`src/rtl/mlpwm_pkg.sv`:
```
package mlpwm_pkg;
  localparam int unsigned NGATE = 6;
  localparam int unsigned S1 = 0;
  localparam int unsigned S2 = 1;
  localparam int unsigned S3 = 2;
  localparam int unsigned S4 = 3;
  localparam int unsigned S5 = 4;
  localparam int unsigned S6 = 5;

  typedef logic [NGATE-1:0] gate_t;

  // level magnitude 0..3 plus sign -> switch combination
  function automatic gate_t level_gates(input logic [1:0] mag, input logic neg);
    gate_t g;
    g = '0;
    if (!neg) begin
      g[S4] = 1'b1;
      case (mag)
        2'd0: g[S3] = 1'b1;
        2'd1: g[S6] = 1'b1;
        2'd2: g[S5] = 1'b1;
        default: g[S1] = 1'b1;
      endcase
    end else begin
      g[S2] = 1'b1;
      case (mag)
        2'd0: g[S1] = 1'b1;
        2'd1: g[S5] = 1'b1;
        2'd2: g[S6] = 1'b1;
        default: g[S3] = 1'b1;
      endcase
    end
    return g;
  endfunction
endpackage

```
`src/rtl/mlpwm_carrier.sv`:
```
module mlpwm_carrier #(
  parameter int unsigned CMAX = 16,
  localparam int unsigned CW = $clog2(CMAX + 1)
) (
  input  logic          clk_i,
  input  logic          rst_ni,
  input  logic          en_i,
  output logic [CW-1:0] cnt_o,
  output logic          valley_o
);
  logic [CW-1:0] cnt_q;
  logic          down_q;

  always_ff @(posedge clk_i or negedge rst_ni) begin
    if (!rst_ni) begin
      cnt_q  <= '0;
      down_q <= 1'b0;
    end else if (!en_i) begin
      cnt_q  <= '0;
      down_q <= 1'b0;
    end else if (!down_q) begin
      if (cnt_q == CW'(CMAX)) begin
        down_q <= 1'b1;
        cnt_q  <= cnt_q - 1'b1;
      end else begin
        cnt_q <= cnt_q + 1'b1;
      end
    end else begin
      if (cnt_q == '0) begin
        down_q <= 1'b0;
        cnt_q  <= CW'(1);
      end else begin
        cnt_q <= cnt_q - 1'b1;
      end
    end
  end

  assign cnt_o    = cnt_q;
  assign valley_o = en_i && (cnt_q == '0);


  cnt_range_chk: assert property (@(posedge clk_i) disable iff (!rst_ni)
    cnt_q <= CW'(CMAX));


  cnt_step_chk: assert property (@(posedge clk_i) disable iff (!rst_ni)
    (en_i && $past(en_i)) |->
      ((cnt_q == $past(cnt_q) + CW'(1)) || ($past(cnt_q) == cnt_q + CW'(1))));
endmodule

```
`src/rtl/mlpwm_level.sv`:
```
module mlpwm_level #(
  parameter int unsigned CMAX  = 16,
  parameter int unsigned REF_W = 8,
  localparam int unsigned CW = $clog2(CMAX + 1),
  localparam int unsigned MW = REF_W
) (
  input  logic                    clk_i,
  input  logic                    rst_ni,
  input  logic                    valley_i,
  input  logic [CW-1:0]           cnt_i,
  input  logic signed [REF_W-1:0] ref_i,
  output logic [1:0]              mag_o,
  output logic                    neg_o
);
  localparam logic [MW-1:0] BAND1 = MW'(CMAX);
  localparam logic [MW-1:0] BAND2 = MW'(2 * CMAX);
  localparam logic [MW-1:0] BAND3 = MW'(3 * CMAX);

  logic signed [REF_W-1:0] ref_q;
  logic                    neg_q;
  logic [MW-1:0]           abs_v, rem_v;
  logic [1:0]              band_v;
  logic                    up_v;

  always_ff @(posedge clk_i or negedge rst_ni) begin
    if (!rst_ni) begin
      ref_q <= '0;
      neg_q <= 1'b0;
    end else if (valley_i) begin
      ref_q <= ref_i;
      if (ref_i[REF_W-1])   neg_q <= 1'b1;
      else if (ref_i != '0) neg_q <= 1'b0;
    end
  end

  always_comb begin
    abs_v = ref_q[REF_W-1] ? MW'(-ref_q) : MW'(ref_q);
    if (abs_v >= BAND3) begin
      band_v = 2'd3;
      rem_v  = '0;
    end else if (abs_v >= BAND2) begin
      band_v = 2'd2;
      rem_v  = abs_v - BAND2;
    end else if (abs_v >= BAND1) begin
      band_v = 2'd1;
      rem_v  = abs_v - BAND1;
    end else begin
      band_v = 2'd0;
      rem_v  = abs_v;
    end
    up_v  = rem_v > MW'(cnt_i);
    mag_o = band_v + {1'b0, up_v};
  end

  assign neg_o = neg_q;


  ref_hold_chk: assert property (@(posedge clk_i) disable iff (!rst_ni)
    !$past(valley_i) |-> (ref_q == $past(ref_q)));


  zero_keeps_sign_chk: assert property (@(posedge clk_i) disable iff (!rst_ni)
    ($past(valley_i) && $past(ref_i) == '0) |-> (neg_q == $past(neg_q)));
endmodule

```
`src/rtl/mlpwm_deadtime.sv`:
```
module mlpwm_deadtime #(
  parameter int unsigned DEAD_CYC = 2,
  localparam int unsigned DW = (DEAD_CYC > 0) ? $clog2(DEAD_CYC + 1) : 1,
  localparam int unsigned GW = $clog2(DEAD_CYC + 2)
) (
  input  logic                  clk_i,
  input  logic                  rst_ni,
  input  logic                  en_i,
  input  mlpwm_pkg::gate_t      target_i,
  output mlpwm_pkg::gate_t      gate_o
);
  import mlpwm_pkg::*;

  gate_t         gate_q, gate_d;
  logic [DW-1:0] dc_q;
  logic          off_now, allow_on;

  always_comb begin
    off_now  = |(gate_q & ~target_i);
    allow_on = !off_now && (dc_q == '0);
    if (!en_i) gate_d = '0;
    else       gate_d = (gate_q & target_i) | (allow_on ? target_i : '0);
  end

  always_ff @(posedge clk_i or negedge rst_ni) begin
    if (!rst_ni) begin
      gate_q <= '0;
      dc_q   <= DW'(DEAD_CYC);
    end else begin
      gate_q <= gate_d;
      if (!en_i || off_now) dc_q <= DW'(DEAD_CYC);
      else if (dc_q != '0)  dc_q <= dc_q - 1'b1;
    end
  end

  assign gate_o = gate_q;

  // clocks since the last turn-off, saturating
  logic [GW-1:0] gap_q;
  always_ff @(posedge clk_i or negedge rst_ni) begin
    if (!rst_ni)                      gap_q <= GW'(DEAD_CYC);
    else if (|(gate_q & ~gate_d))     gap_q <= '0;
    else if (gap_q < GW'(DEAD_CYC))   gap_q <= gap_q + 1'b1;
  end


  dead_gap_chk: assert property (@(posedge clk_i) disable iff (!rst_ni)
    (|(gate_d & ~gate_q)) |-> (gap_q >= GW'(DEAD_CYC)));


  s1_s3_excl_chk: assert property (@(posedge clk_i) disable iff (!rst_ni)
    !(gate_q[S1] && gate_q[S3]));


  s2_s4_excl_chk: assert property (@(posedge clk_i) disable iff (!rst_ni)
    !(gate_q[S2] && gate_q[S4]));


  idle_off_chk: assert property (@(posedge clk_i) disable iff (!rst_ni)
    !en_i |=> (gate_q == '0));
endmodule

```
`src/rtl/mlpwm7_top.sv`:
```
module mlpwm7_top #(
  parameter int unsigned CMAX     = 16,
  parameter int unsigned REF_W    = 8,
  parameter int unsigned DEAD_CYC = 2,
  localparam int unsigned CW = $clog2(CMAX + 1)
) (
  input  logic                    clk_i,
  input  logic                    rst_ni,
  input  logic                    en_i,
  input  logic signed [REF_W-1:0] ref_i,
  output logic [5:0]              gate_o
);
  import mlpwm_pkg::*;

  logic [CW-1:0] cnt;
  logic          valley;
  logic [1:0]    mag;
  logic          neg;
  gate_t         target;

  mlpwm_carrier #(.CMAX(CMAX)) u_carrier (
    .clk_i, .rst_ni, .en_i,
    .cnt_o(cnt), .valley_o(valley)
  );

  mlpwm_level #(.CMAX(CMAX), .REF_W(REF_W)) u_level (
    .clk_i, .rst_ni,
    .valley_i(valley), .cnt_i(cnt), .ref_i,
    .mag_o(mag), .neg_o(neg)
  );

  assign target = level_gates(mag, neg);

  mlpwm_deadtime #(.DEAD_CYC(DEAD_CYC)) u_dead (
    .clk_i, .rst_ni, .en_i,
    .target_i(target), .gate_o
  );
endmodule

```
`config.mk`:
```
export PLATFORM = sky130hd
export DESIGN_NAME = mlpwm7_top
export DESIGN_NICKNAME = d
export VERILOG_FILES = /design/src/rtl/mlpwm_pkg.sv /design/src/rtl/mlpwm_carrier.sv /design/src/rtl/mlpwm_level.sv /design/src/rtl/mlpwm_deadtime.sv /design/src/rtl/mlpwm7_top.sv
export SDC_FILE = /design/constraint.sdc
export NUM_CORES = 1
export LEC_CHECK = 0
export ABC_CLOCK_PERIOD_IN_PS = 13560
export BUFFER_PORTS_ARGS = -buffer_cell sky130_fd_sc_hd__buf_2
export CAP_MARGIN = 20
export CORE_ASPECT_RATIO = 0.7
export CORE_MARGIN = 3
export CORE_UTILIZATION = 50
export CTS_BUF_LIST = sky130_fd_sc_hd__clkbuf_4 sky130_fd_sc_hd__clkbuf_8
export DETAILED_ROUTE_END_ITERATION = 10
export PLACE_DENSITY = 0.73
export SYNTH_ARGS = -nofsm -noshare
export SYNTH_HDL_FRONTEND = slang
export SYNTH_HIERARCHICAL = 1
export SYNTH_SLANG_ARGS = --single-unit
```
`constraint.sdc`:
```
create_clock -name clk_i -period 13.56 [get_ports clk_i]
set_input_delay 1.356 -clock clk_i [delete_from_list [all_inputs] [get_ports clk_i]]
set_output_delay 1.356 -clock clk_i [all_outputs]
set_load 0.02 [all_outputs]
```
---- After elaboration in Yosys (flattened, before gate mapping) ----
Cells that the tools add are included.
word-level totals
  logic and storage cells ................. 69
  input port bits ......................... 11
  output and inout port bits .............. 6
  register bits after elaboration ......... 23
operators by class
  bitwise logic cells ..................... 4
  add/sub/neg operators ................... 7
  multiplexer cells ....................... 30
  reductions and logical operators ........ 15
  equal/unequal tests ..................... 3
  $lt $le $gt $ge ......................... 4
operators with widths
  cell                   count
  $mux W8                4
  $mux W5                4
  $ge A8 B6 Y1 const B   2
  $mux W1                15
  $and A6 B6 Y6          2
  $mux W6                2
  $mux W2                5
  $ge A8 B5 Y1 const B   1
  $gt A8 B5 Y1           1
  $neg A8 Y8             1
  $reduce_bool A8 Y1     1
  $sub A8 B5 Y8 const B  1
  $sub A8 B6 Y8 const B  1
  $not A6 Y6             1
  $or A6 B6 Y6           1
  $reduce_bool A2 Y1     3
  $reduce_or A6 Y1       1
  $add A5 B1 Y5 const B  1
  $eq A5 B5 Y1 const B   1
  $logic_not A5 Y1       1
  $sub A5 B1 Y5 const B  1
  $logic_not A2 Y1       2
  $reduce_or A3 Y1       1
  $add A2 B1 Y2          1
  other kinds (7)        9

---- Logic depth before layout (Yosys ltp) ----
Gate-level depths: netlist of run 1.
  depth after elaboration ................. 20
  gate-level depth with buffers ........... 22
  depth with buffers taken out ............ 22

---- Cells and area by module ----
Netlist of run 1, hierarchy kept.
modules (own cells, without submodules)
  module          sequential area each (µm²)  cells each  times used  area an instance (µm²)
  mlpwm_level     225.2                       81          1           772.0
  mlpwm_carrier   150.1                       56          1           470.5
  mlpwm_deadtime  201.4                       45          1           397.9
  mlpwm7_top      0.0                         11          1           68.8

---- Least setup slack after synthesis of run 1 ----
No wires, ideal clock.
  path type ............................... register -> register
  start point ............................. reg u_level.ref_q[0]
  end point ............................... reg u_dead.dc_q[1]
  library setup time ...................... 0.088 ns
  buffers on the path ..................... 0
  period minus slack after synthesis ...... 4.685 ns
  arrival ................................. 4.597 ns
  data required time ...................... 13.472 ns
  stages on the path, launching flop included .. 22
  setup slack ............................. 8.875 ns
  path through ............................ dfrtp_1 or3_4 o31ai_1 xor2_1 inv_1 ha_1 a31o_4 nor2_1 ha_1 nor2b_1 o21ai_0 nand2b_1 a211oi_1 o22ai_1 ha_1 xnor2_1 nand2b_1 o21ai_0 inv_1 a222oi_1 nand3_1 or3_1
between the ends
  elaborated cells between the ends (all ways) .. 32
  those cells by class .................... add/sub: 4; order compare: 4; eq/ne: 2; mux: 15; bitwise: 2; reduce/logical: 5
RTL lines
  what                                           RTL line                              text
  start, declared                                mlpwm_level.sv:19                     logic signed [REF_W-1:0] ref_q;
  start signal, assigned                         mlpwm_level.sv:30                     ref_q <= ref_i;
  $neg A8 Y8                                     mlpwm_level.sv:37                     abs_v = ref_q[REF_W-1] ? MW'(-ref_q) : MW'(ref_q);
  $mux W8 *                                      mlpwm_level.sv:37
  $sub A8 B5 Y8 or $ge A8 B5 Y1 (tied branches)  mlpwm_level.sv:46, mlpwm_level.sv:44
  $mux W8                                        mlpwm_level.sv:44                     end else if (abs_v >= BAND1) begin
  $mux W8                                        mlpwm_level.sv:41                     end else if (abs_v >= BAND2) begin
  $mux W8                                        mlpwm_level.sv:38                     if (abs_v >= BAND3) begin
  $gt A8 B5 Y1                                   mlpwm_level.sv:51                     up_v = rem_v > MW'(cnt_i);
  $add A2 B1 Y2 *                                mlpwm_level.sv:52                     mag_o = band_v + {1'b0, up_v};
  net mag[1]                                     mlpwm7_top.sv:17                      logic [1:0] mag;
  [1 not listed]                                 -
  $mux W1, on equally long branches              mlpwm_pkg.sv:18, mlpwm_pkg.sv:26
  $mux W2 *                                      mlpwm_pkg.sv:16                       if (!neg) begin
  net target[4]                                  mlpwm7_top.sv:19                      gate_t target;
  $not A6 Y6 *                                   mlpwm_deadtime.sv:19                  off_now = |(gate_q & ~target_i);
  $and A6 B6 Y6 *                                mlpwm_deadtime.sv:19
  $reduce_or A6 Y1 *                             mlpwm_deadtime.sv:19
  $logic_or A1 B1 Y1 *                           mlpwm_deadtime.sv:31                  if (!en_i || off_now) dc_q <= DW'(DEAD_CYC);
  $mux W2 or $reduce_bool A2 Y1 (tied branches)  -
  end signal, assigned                           mlpwm_deadtime.sv:28                  dc_q <= DW'(DEAD_CYC);
  end signal, assigned                           mlpwm_deadtime.sv:31
  end signal, assigned                           mlpwm_deadtime.sv:32                  else if (dc_q != '0) dc_q <= dc_q - 1'b1;
  end, declared                                  mlpwm_deadtime.sv:15                  logic [DW-1:0] dc_q;
The timed path passes the listed nets; every way through them passes the cells marked *.
A chain may end at the register's enable or synchronous reset.

---- Final worst setup path of run 1 ----
Same ends and word-level chain as after synthesis.

==> summary.txt, run 1 <==
Outcome
  • Status: complete, no violations

Critical path
  • Critical path endpoint category: flop
  • Max FO, Critical Path: 8
  • List of cells traversed by the critical path: or3_4 > o31ai_1 > xor2_1 > inv_1 > ha_1 > a31o_4 > nor2_1 > ha_1 > nor2b_1 > o21ai_0 > nand2b_1 > a211oi_1 > o22ai_1 > ha_1 > xnor2_1 > nand2b_1 > o21ai_0 > inv_1 > a222oi_1 > nand3_1 > or3_1
  • Most numerous cell on the critical path: sky130_fd_sc_hd__ha_1
  • WP data arrival: 5490 ps
  • Startpoint Class: flop
  • Kind of cell with the highest combined delay on the critical path: compound AO/OA/AOI/OAI gates
  • CP Class: flop to flop
  • RR Startpoint: u_level/ref_q[0]
  • Data required time of the critical path: 13750 ps
  • Slowest cell delay on critical path: 470 ps
  • Depth of the worst register-to-register path: 21
  • Setup slack of the most critical reg-to-reg path: 8260 ps
  • Critical path buffers and inverters: 2
  • Library cell contributing the largest single delay on the critical path: sky130_fd_sc_hd__a222oi_1
  • Reg2Reg Capture Point: u_dead/dc_q[1]

Synthesis
  • Count of flip-flops with a built-in enable after synthesis: 0
  • Total number of yosys warnings: 6
  • Netlist cell types: 55
  • Post-synth design cell area: 1710 sq um
  • Flip-flop and latch count after synthesis: 23
  • Synthesized area per cell: 8.86 sq um
  • Leading register cell type out of synthesis: sky130_fd_sc_hd__dfrtp_1
  • Synthesized Nets: 216
  • Ys async rst share: 1.00
  • Cells after Synth: 193
  • Register area share after synthesis: 0.337

Floorplan
  • Starting density of the core: 0.532
  • Height of the die: 54.9 microns
  • Die area: approximately 4200 sq um
  • Horizontal die dimension: 75.9 microns
  • Area inside the core boundary: 3210 sq um
  • Number of standard-cell rows in the floorplan: 17
  • Top-level port count: 17

CTS
  • Clk sinks: 23
  • Post-CTS setup buffers: 0
  • Number of H-tree levels: 1
  • Clock slew seen by the registers of the worst setup and hold paths: roughly 80 ps
  • TritonCTS clock tree: done
  • Count of instances resized after the clock tree is built: 0
  • Root Driver: sky130_fd_sc_hd__clkbuf_8
  • Maximum number of buffers from clock root to sink: 2
  • TritonCTS Buffers: 3
  • CTS Hold Buffers Added: 0
  • Clock insertion delay at the later pin of the skew report: around 260 ps

Cells and area
  • Layout-stage area growth over the synthesis result: 9.74%
  • Antenna diode instance count: 0
  • Fraction of layout instances using a drive strength above 1: 0.193
  • Final core utilization: 0.584
  • Final net count: 231

Routing
  • Via Count: around 1500
  • Drt first pass iters: 7
  • Remaining routing DRC violations: 0
  • Final antenna-violating net count: 0
  • Iteration-0 DRC count of the detailed router: 107
  • Final Routed Wirelength: 3570 microns
  • Detailed-route wire length per cell: about 14 microns
  • Ratio of routed vias to standard cells: 5.76

Hold path
  • Hold Crit Endpoint: u_dead/gate_o[2]
  • Type of the worst min-delay path: flop to flop
  • Startpoint of the lowest-slack hold path: u_dead/gate_o[2]
  • Instance count along the most critical hold path: 2

Pwr
  • Leak Pwr: 0.845 nW
  • Peak supply drop: roughly 0.00013 V
  • Power per cell area: 191 nW/um^2

Timing
  • Aggregate negative setup slack: 0 ps
  • Final Slew Violations: 0
  • Period Utilization, post-route: 0.391
  • RSZ-0062 raised after global routing: no
  • Final Worst Setup Slack: 8260 ps
  • Total setup violations reported at the end of the flow: 0
  • Hold violation count in the final report: 0
  • Fin Clk Skew: 3.47 ps
  • Tightest Pin Transition: between 500 and 600 ps
  • Final hold slack: 531 ps
  • Clock period minus final worst setup slack: 5300 ps
  • Max-slew headroom at the worst pin: 0.665
  • Achievable clock frequency: 189 MHz

Global route
  • Largest net degree at the start of global routing: 24
  • Global-route wire length before repair: 5640 microns
  • GRT Resource Usage Total: 0.181
  • GRT Residual Overflow: 0
  • Number of global-route vias before repair: approximately 1300
  • Antenna violations before repair: 0

Placed design
  • Buffers added on ports: 16
  • Final Wtd Congestion: 0.844
  • Pre-CTS WS: 8350 ps
  • Post-detail-place hpwl: 2720 microns

Flow run
  • Max-cap violations: 0
-- tightest hold or removal path, delay by kind of cell (launching register included) --
kind	cells	cell delay [ps]
flops	1	360
compound gates	1	50
simple gates	1	80
-- registers in the layout, summed over array words and instances (netlist names) --
name,count
u_carrier/down_q,1
u_level/neg_o,1
u_level/ref_q,8
u_carrier/cnt_o,5
u_dead/gate_o,6
u_dead/dc_q,2
-- area by class of cell --
type,count,area (sq um)
clock buffer,4,48.8
inverter,20,75.1
fill,272,1340
tap,47,58.8
timing repair buffer,17,87.6
multi-input combinational,143,1030
sequential,23,577
-- metrics by stage --
stage | power [mW] | instance area, sq um | instances
6_report | 0.358 | 1880 | 254
5_1_grt | 0.392 | 1880 | 254
4_1_cts | 0.356 | 1880 | 254
3_5_place_dp | 0.312 | 1830 | 250
3_3_place_gp | 0.298 | 1830 | 250
2_1_floorplan | 0.265 | 1710 | 193
-- synthesized netlist by cell type (3+ instances only) --
| library cell | instances | area [sq um] |
|---|---|---|
| sky130_fd_sc_hd__nand2_1 | 11 | 41.3 |
| sky130_fd_sc_hd__nand4_1 | 3 | 18.8 |
| sky130_fd_sc_hd__xor2_1 | 4 | 35.0 |
| sky130_fd_sc_hd__ha_1 | 12 | 150 |
| sky130_fd_sc_hd__a21oi_1 | 10 | 50.1 |
| sky130_fd_sc_hd__nor2b_1 | 4 | 25.0 |
| sky130_fd_sc_hd__nand3b_1 | 3 | 22.5 |
| sky130_fd_sc_hd__nor3_1 | 6 | 30.0 |
| sky130_fd_sc_hd__nand3_1 | 9 | 45.0 |
| sky130_fd_sc_hd__dfrtp_1 | 22 | 551 |
| sky130_fd_sc_hd__o21ai_0 | 13 | 65.1 |
| sky130_fd_sc_hd__nor2_1 | 7 | 26.3 |
| sky130_fd_sc_hd__clkbuf_1 | 4 | 15.0 |
| sky130_fd_sc_hd__mux2_2 | 6 | 67.6 |
| sky130_fd_sc_hd__inv_1 | 20 | 75.1 |
| sky130_fd_sc_hd__nand2b_1 | 9 | 56.3 |
-- per-layer routing --
layer	track usage	part of all wire	up-vias
li1	-	-	728
met1	0.260	0.49	695
met2	0.278	0.45	39
met4	0.0378	0.0045	0
met5	0	0	-
met3	0.0433	0.048	2
-- power breakdown --
part           switching [mW]  internal [mW]
combinational           0.118         0.0931
clock                  0.0201         0.0229
sequential             0.0192         0.0841
-- cells in the final DEF, fill, tap and decap left out, types with 3 or more instances in the layout --
master	instances
sky130_fd_sc_hd__nor3_1	6
sky130_fd_sc_hd__nor2_1	7
sky130_fd_sc_hd__o21ai_0	13
sky130_fd_sc_hd__clkbuf_8	3
sky130_fd_sc_hd__nand2b_1	9
sky130_fd_sc_hd__xor2_1	4
sky130_fd_sc_hd__nand2_1	11
sky130_fd_sc_hd__inv_1	20
sky130_fd_sc_hd__nand3_1	9
sky130_fd_sc_hd__ha_1	12
sky130_fd_sc_hd__nor2b_1	4
sky130_fd_sc_hd__dfrtp_1	22
sky130_fd_sc_hd__a21oi_1	10
sky130_fd_sc_hd__buf_2	16
sky130_fd_sc_hd__nand3b_1	3
sky130_fd_sc_hd__mux2_2	6
sky130_fd_sc_hd__nand4_1	3
-- how the worst max path moves through the flow --
stage	startpoint	endpoint	slack (ps)	depth (start not counted)
after floorplan	u_level/ref_q[0]	u_dead/dc_q[1]	8880	21
after global placement	u_level/ref_q[0]	u_dead/dc_q[1]	8610	21
after detailed placement	u_level/ref_q[0]	u_dead/dc_q[1]	8350	21
after CTS	u_level/ref_q[0]	u_dead/dc_q[1]	8300	21
after global routing	u_level/ref_q[0]	u_dead/dc_q[1]	7940	21
final	u_level/ref_q[0]	u_dead/dc_q[1]	8260	21
-- cell families (layout without fill, tap and decap cells) --
group	after synthesis	after routing	synth area share
AOI/OAI and AO/OA	42	42	0.168
adders and majority gates	12	12	0.0878
DFF	23	23	0.337
buffers and inverters	27	41	0.0608
muxes	8	8	0.0512
xor gates and xnor gates	6	6	0.0307
and+or+nand+nor	75	75	0.264
Power figures use the tool's default switching activity.
==> run 2, diff against run 1 <==
--- a/config.mk
+++ b/config.mk
@@ -5,7 +5,7 @@
 export SDC_FILE = /design/constraint.sdc
 export NUM_CORES = 1
 export LEC_CHECK = 0
-export ABC_CLOCK_PERIOD_IN_PS = 13560
+export ABC_CLOCK_PERIOD_IN_PS = 4760
 export BUFFER_PORTS_ARGS = -buffer_cell sky130_fd_sc_hd__buf_2
 export CAP_MARGIN = 20
 export CORE_ASPECT_RATIO = 0.7
@@ -13,7 +13,7 @@
 export CORE_UTILIZATION = 50
 export CTS_BUF_LIST = sky130_fd_sc_hd__clkbuf_4 sky130_fd_sc_hd__clkbuf_8
 export DETAILED_ROUTE_END_ITERATION = 10
-export PLACE_DENSITY = 0.73
+export PLACE_DENSITY = 0.76
 export SYNTH_ARGS = -nofsm -noshare
 export SYNTH_HDL_FRONTEND = slang
 export SYNTH_HIERARCHICAL = 1
==> constraint.sdc (replaced) <==
create_clock -name clk_i -period 4.76 [get_ports clk_i]
set_input_delay 0.476 -clock clk_i [delete_from_list [all_inputs] [get_ports clk_i]]
set_output_delay 0.476 -clock clk_i [all_outputs]
set_load 0.02 [all_outputs]
==> run 2 against run 1 <==
  * Routed wire length up 2.3%
  * Non-clock buffer count grew 12
  * Count of clock-buffer cells in the layout shrank 1
  * Via count increased by 1.0%
  * Largest cell class unchanged
  * Largest power group unchanged
==> summary.txt, run 2 (synthesis results as in run 1) <==
CTS
  • Maximum number of buffers from clock root to sink: 2
  • TritonCTS Buffers: 3
  • Number of H-tree levels: 1
  • Clk sinks: 23
  • CTS Hold Buffers Added: 0
  • Clock slew seen by the registers of the worst setup and hold paths: 80 ps
  • Root Driver: sky130_fd_sc_hd__clkbuf_8
  • TritonCTS clock tree: done
  • Clock insertion delay at the later pin of the skew report: 260 ps

Routing
  • Drt first pass iters: 4
  • Detailed-route wire length per cell: ~14 microns
  • Iteration-0 DRC count of the detailed router: 102
  • Ratio of routed vias to standard cells: 5.56
  • Via Count: about 1500
  • Final Routed Wirelength: 3650 microns
  • Final antenna-violating net count: 0
  • Remaining routing DRC violations: 0

Timing
  • Final hold slack: 179 ps
  • Period Utilization, post-route: 0.962
  • Hold violation count in the final report: 0
  • Final Slew Violations: 0
  • Clock period minus final worst setup slack: between 4000 and 5000 ps
  • Fin Clk Skew: 4.36 ps
  • Achievable clock frequency: 218 MHz
  • Total setup violations reported at the end of the flow: 0
  • Aggregate negative setup slack: 0 ps
  • Final Worst Setup Slack: 183 ps
  • Max-slew headroom at the worst pin: 0.654
  • Tightest Pin Transition: 519 ps

Flow run
  • Max-cap violations: 0

Global route
  • GRT Resource Usage Total: 0.178
  • Antenna violations before repair: 0
  • Number of global-route vias before repair: 1201
  • Global-route wire length before repair: approximately 5600 microns
  • GRT Residual Overflow: 0
  • Largest net degree at the start of global routing: 24

Critical path
  • RR Startpoint: u_level/ref_q[1]
  • Depth of the worst register-to-register path: 24
  • Critical path endpoint: u_dead/gate_o[3]
  • Max FO, Critical Path: 5
  • Reg2Reg Capture Point: u_dead/gate_o[3]
  • Setup slack of the most critical reg-to-reg path: between 150 and 200 ps
  • WP data arrival: 4770 ps
  • Data required time of the critical path: about 5000 ps
  • CP Class: flop to flop
  • Startpoint Class: flop
  • Critical path endpoint category: flop
  • Worst setup path startpoint: u_level/ref_q[1]

Floorplan
  • Top-level port count: 17
  • Die area: about 4200 sq um
  • Horizontal die dimension: 75.9 microns
  • Height of the die: 54.9 microns
  • Starting density of the core: 0.532
  • Number of standard-cell rows in the floorplan: 17
  • Area inside the core boundary: 3210 sq um

Cells and area
  • Multi-input combinational cell area: 1090 sq um
  • Finished Cell Area: around 2000 sq um
  • Register bank with the most flops: u_level/ref_q
  • Number of flip-flops under the largest register name: 8
  • Number of fill cells: 268
  • Highest-count cells in the layout ignoring fill and taps: sky130_fd_sc_hd__dfrtp_1 (22), sky130_fd_sc_hd__inv_1 (20), sky130_fd_sc_hd__buf_2 (16), sky130_fd_sc_hd__buf_4 (13)
  • Final net count: 243
  • Antenna diode instance count: 0
  • Fraction of layout instances using a drive strength above 1: 0.279
  • Most frequent standard cell in the layout excluding fill and tap cells: sky130_fd_sc_hd__dfrtp_1
  • Layout-stage area growth over the synthesis result: 18.3%
  • Final core utilization: 0.630
  • Register Area: a little under 600 sq um

Pwr
  • Proportion of power drawn by the clock network: 0.097
  • Part of the power in combinational logic: 0.663
  • Power per cell area: 606 nW/um^2
  • Sw Ratio: 0.414
  • Leak Pwr: between 0.9 and 1 nW
  • Share of total power in sequential cells: 0.241
  • Peak supply drop: 0.000468 V
  • Power dissipated by switching net loads: between 0.5 and 0.6 mW
  • P_int: 0.718 mW

Placed design
  • Pre-CTS WS: 0.623 ps
  • Placed Area: around 1800 sq um
  • Final Wtd Congestion: 0.813
  • Buffers added on ports: 16
  • Post-detail-place hpwl: 2580 microns

Hold path
  • Type of the worst min-delay path: input pin to asynchronous set/reset pin

Outcome
  • Status: complete, no violations
## run 2: changes by cell type in the layout (fill, tap and decap cells not counted), sizes merged
cell    delta
clkbuf     -1
clkinv     +1
buf       +12
## run 2: area by class of cell
type                            count  share of cell area
Sequential cell                    23               0.285
Clock inverter                      1             0.00248
Tap cell                           47              0.0291
Multi-Input combinational cell    143               0.538
Clock buffer                        3              0.0204
Inverter                           20              0.0371
Timing Repair Buffer               29              0.0879
## run 2: power by group through the flow
stage	logic (mW)	clock network [mW]	registers, mW
finish	0.812	0.119	0.295
global route	0.899	0.133	0.302
CTS	0.652	0.124	0.292
detailed placement	0.616	0	0.297
global placement	0.602	0	0.293
floorplan	0.463	0	0.292
## run 2: what timing repair did
| item | in CTS | in global routing |
|---|---|---|
| pin swaps | 3 | 9 |
| gates resized for setup | 3 | 10 |
| setup endpoints to repair | 1 | 8 |
| buffers inserted | 1 | 8 |
## run 2: metrics by stage
step	total power [mW]	std cells
after floorplan	0.754	193
after global placement	0.895	253
after detailed placement	0.913	253
after CTS	1.07	258
after global routing	1.33	266
final	1.23	266
## run 2: critical path, stage by stage (launching register included)
cell                       delay [ps]
sky130_fd_sc_hd__dfrtp_1          400
sky130_fd_sc_hd__or3_4            420
sky130_fd_sc_hd__o31ai_4          180
sky130_fd_sc_hd__xor2_1           210
sky130_fd_sc_hd__inv_1            100
sky130_fd_sc_hd__ha_2             190
sky130_fd_sc_hd__a31o_4           230
sky130_fd_sc_hd__nor2_2           110
sky130_fd_sc_hd__ha_1             240
sky130_fd_sc_hd__nor2b_1          130
sky130_fd_sc_hd__o21ai_1          120
sky130_fd_sc_hd__nand2b_1          90
sky130_fd_sc_hd__a211oi_2         220
sky130_fd_sc_hd__o22ai_2          120
sky130_fd_sc_hd__ha_4             180
sky130_fd_sc_hd__xnor2_2          140
sky130_fd_sc_hd__buf_4            150
sky130_fd_sc_hd__nand3b_1         140
sky130_fd_sc_hd__o21ai_0           90
sky130_fd_sc_hd__inv_1             80
sky130_fd_sc_hd__a222oi_1         380
sky130_fd_sc_hd__buf_4            180
sky130_fd_sc_hd__buf_4            100
sky130_fd_sc_hd__nand4_1          140
sky130_fd_sc_hd__a21oi_2          180
## run 2: worst min-delay path by stage
stage | from | end | slack [ps] | cells after the start
4_1_cts | rst_ni | u_level/ref_q[5] | 190 | 1
6_report | rst_ni | u_level/ref_q[2] | 180 | 1
3_3_place_gp | rst_ni | u_level/ref_q[5] | 470 | 1
2_1_floorplan | rst_ni | u_carrier/cnt_o[0] | 180 | 0
3_5_place_dp | rst_ni | u_level/ref_q[5] | 480 | 1
5_1_grt | rst_ni | u_level/ref_q[2] | 200 | 1
## run 2: layer usage
layer / vias up / part of all wire / track usage
met5: - / 0 / 0
met4: 0 / 0.0033 / 0.0262
met3: 2 / 0.036 / 0.0433
met2: 28 / 0.44 / 0.250
met1: 699 / 0.52 / 0.279
li1: 750 / - / -
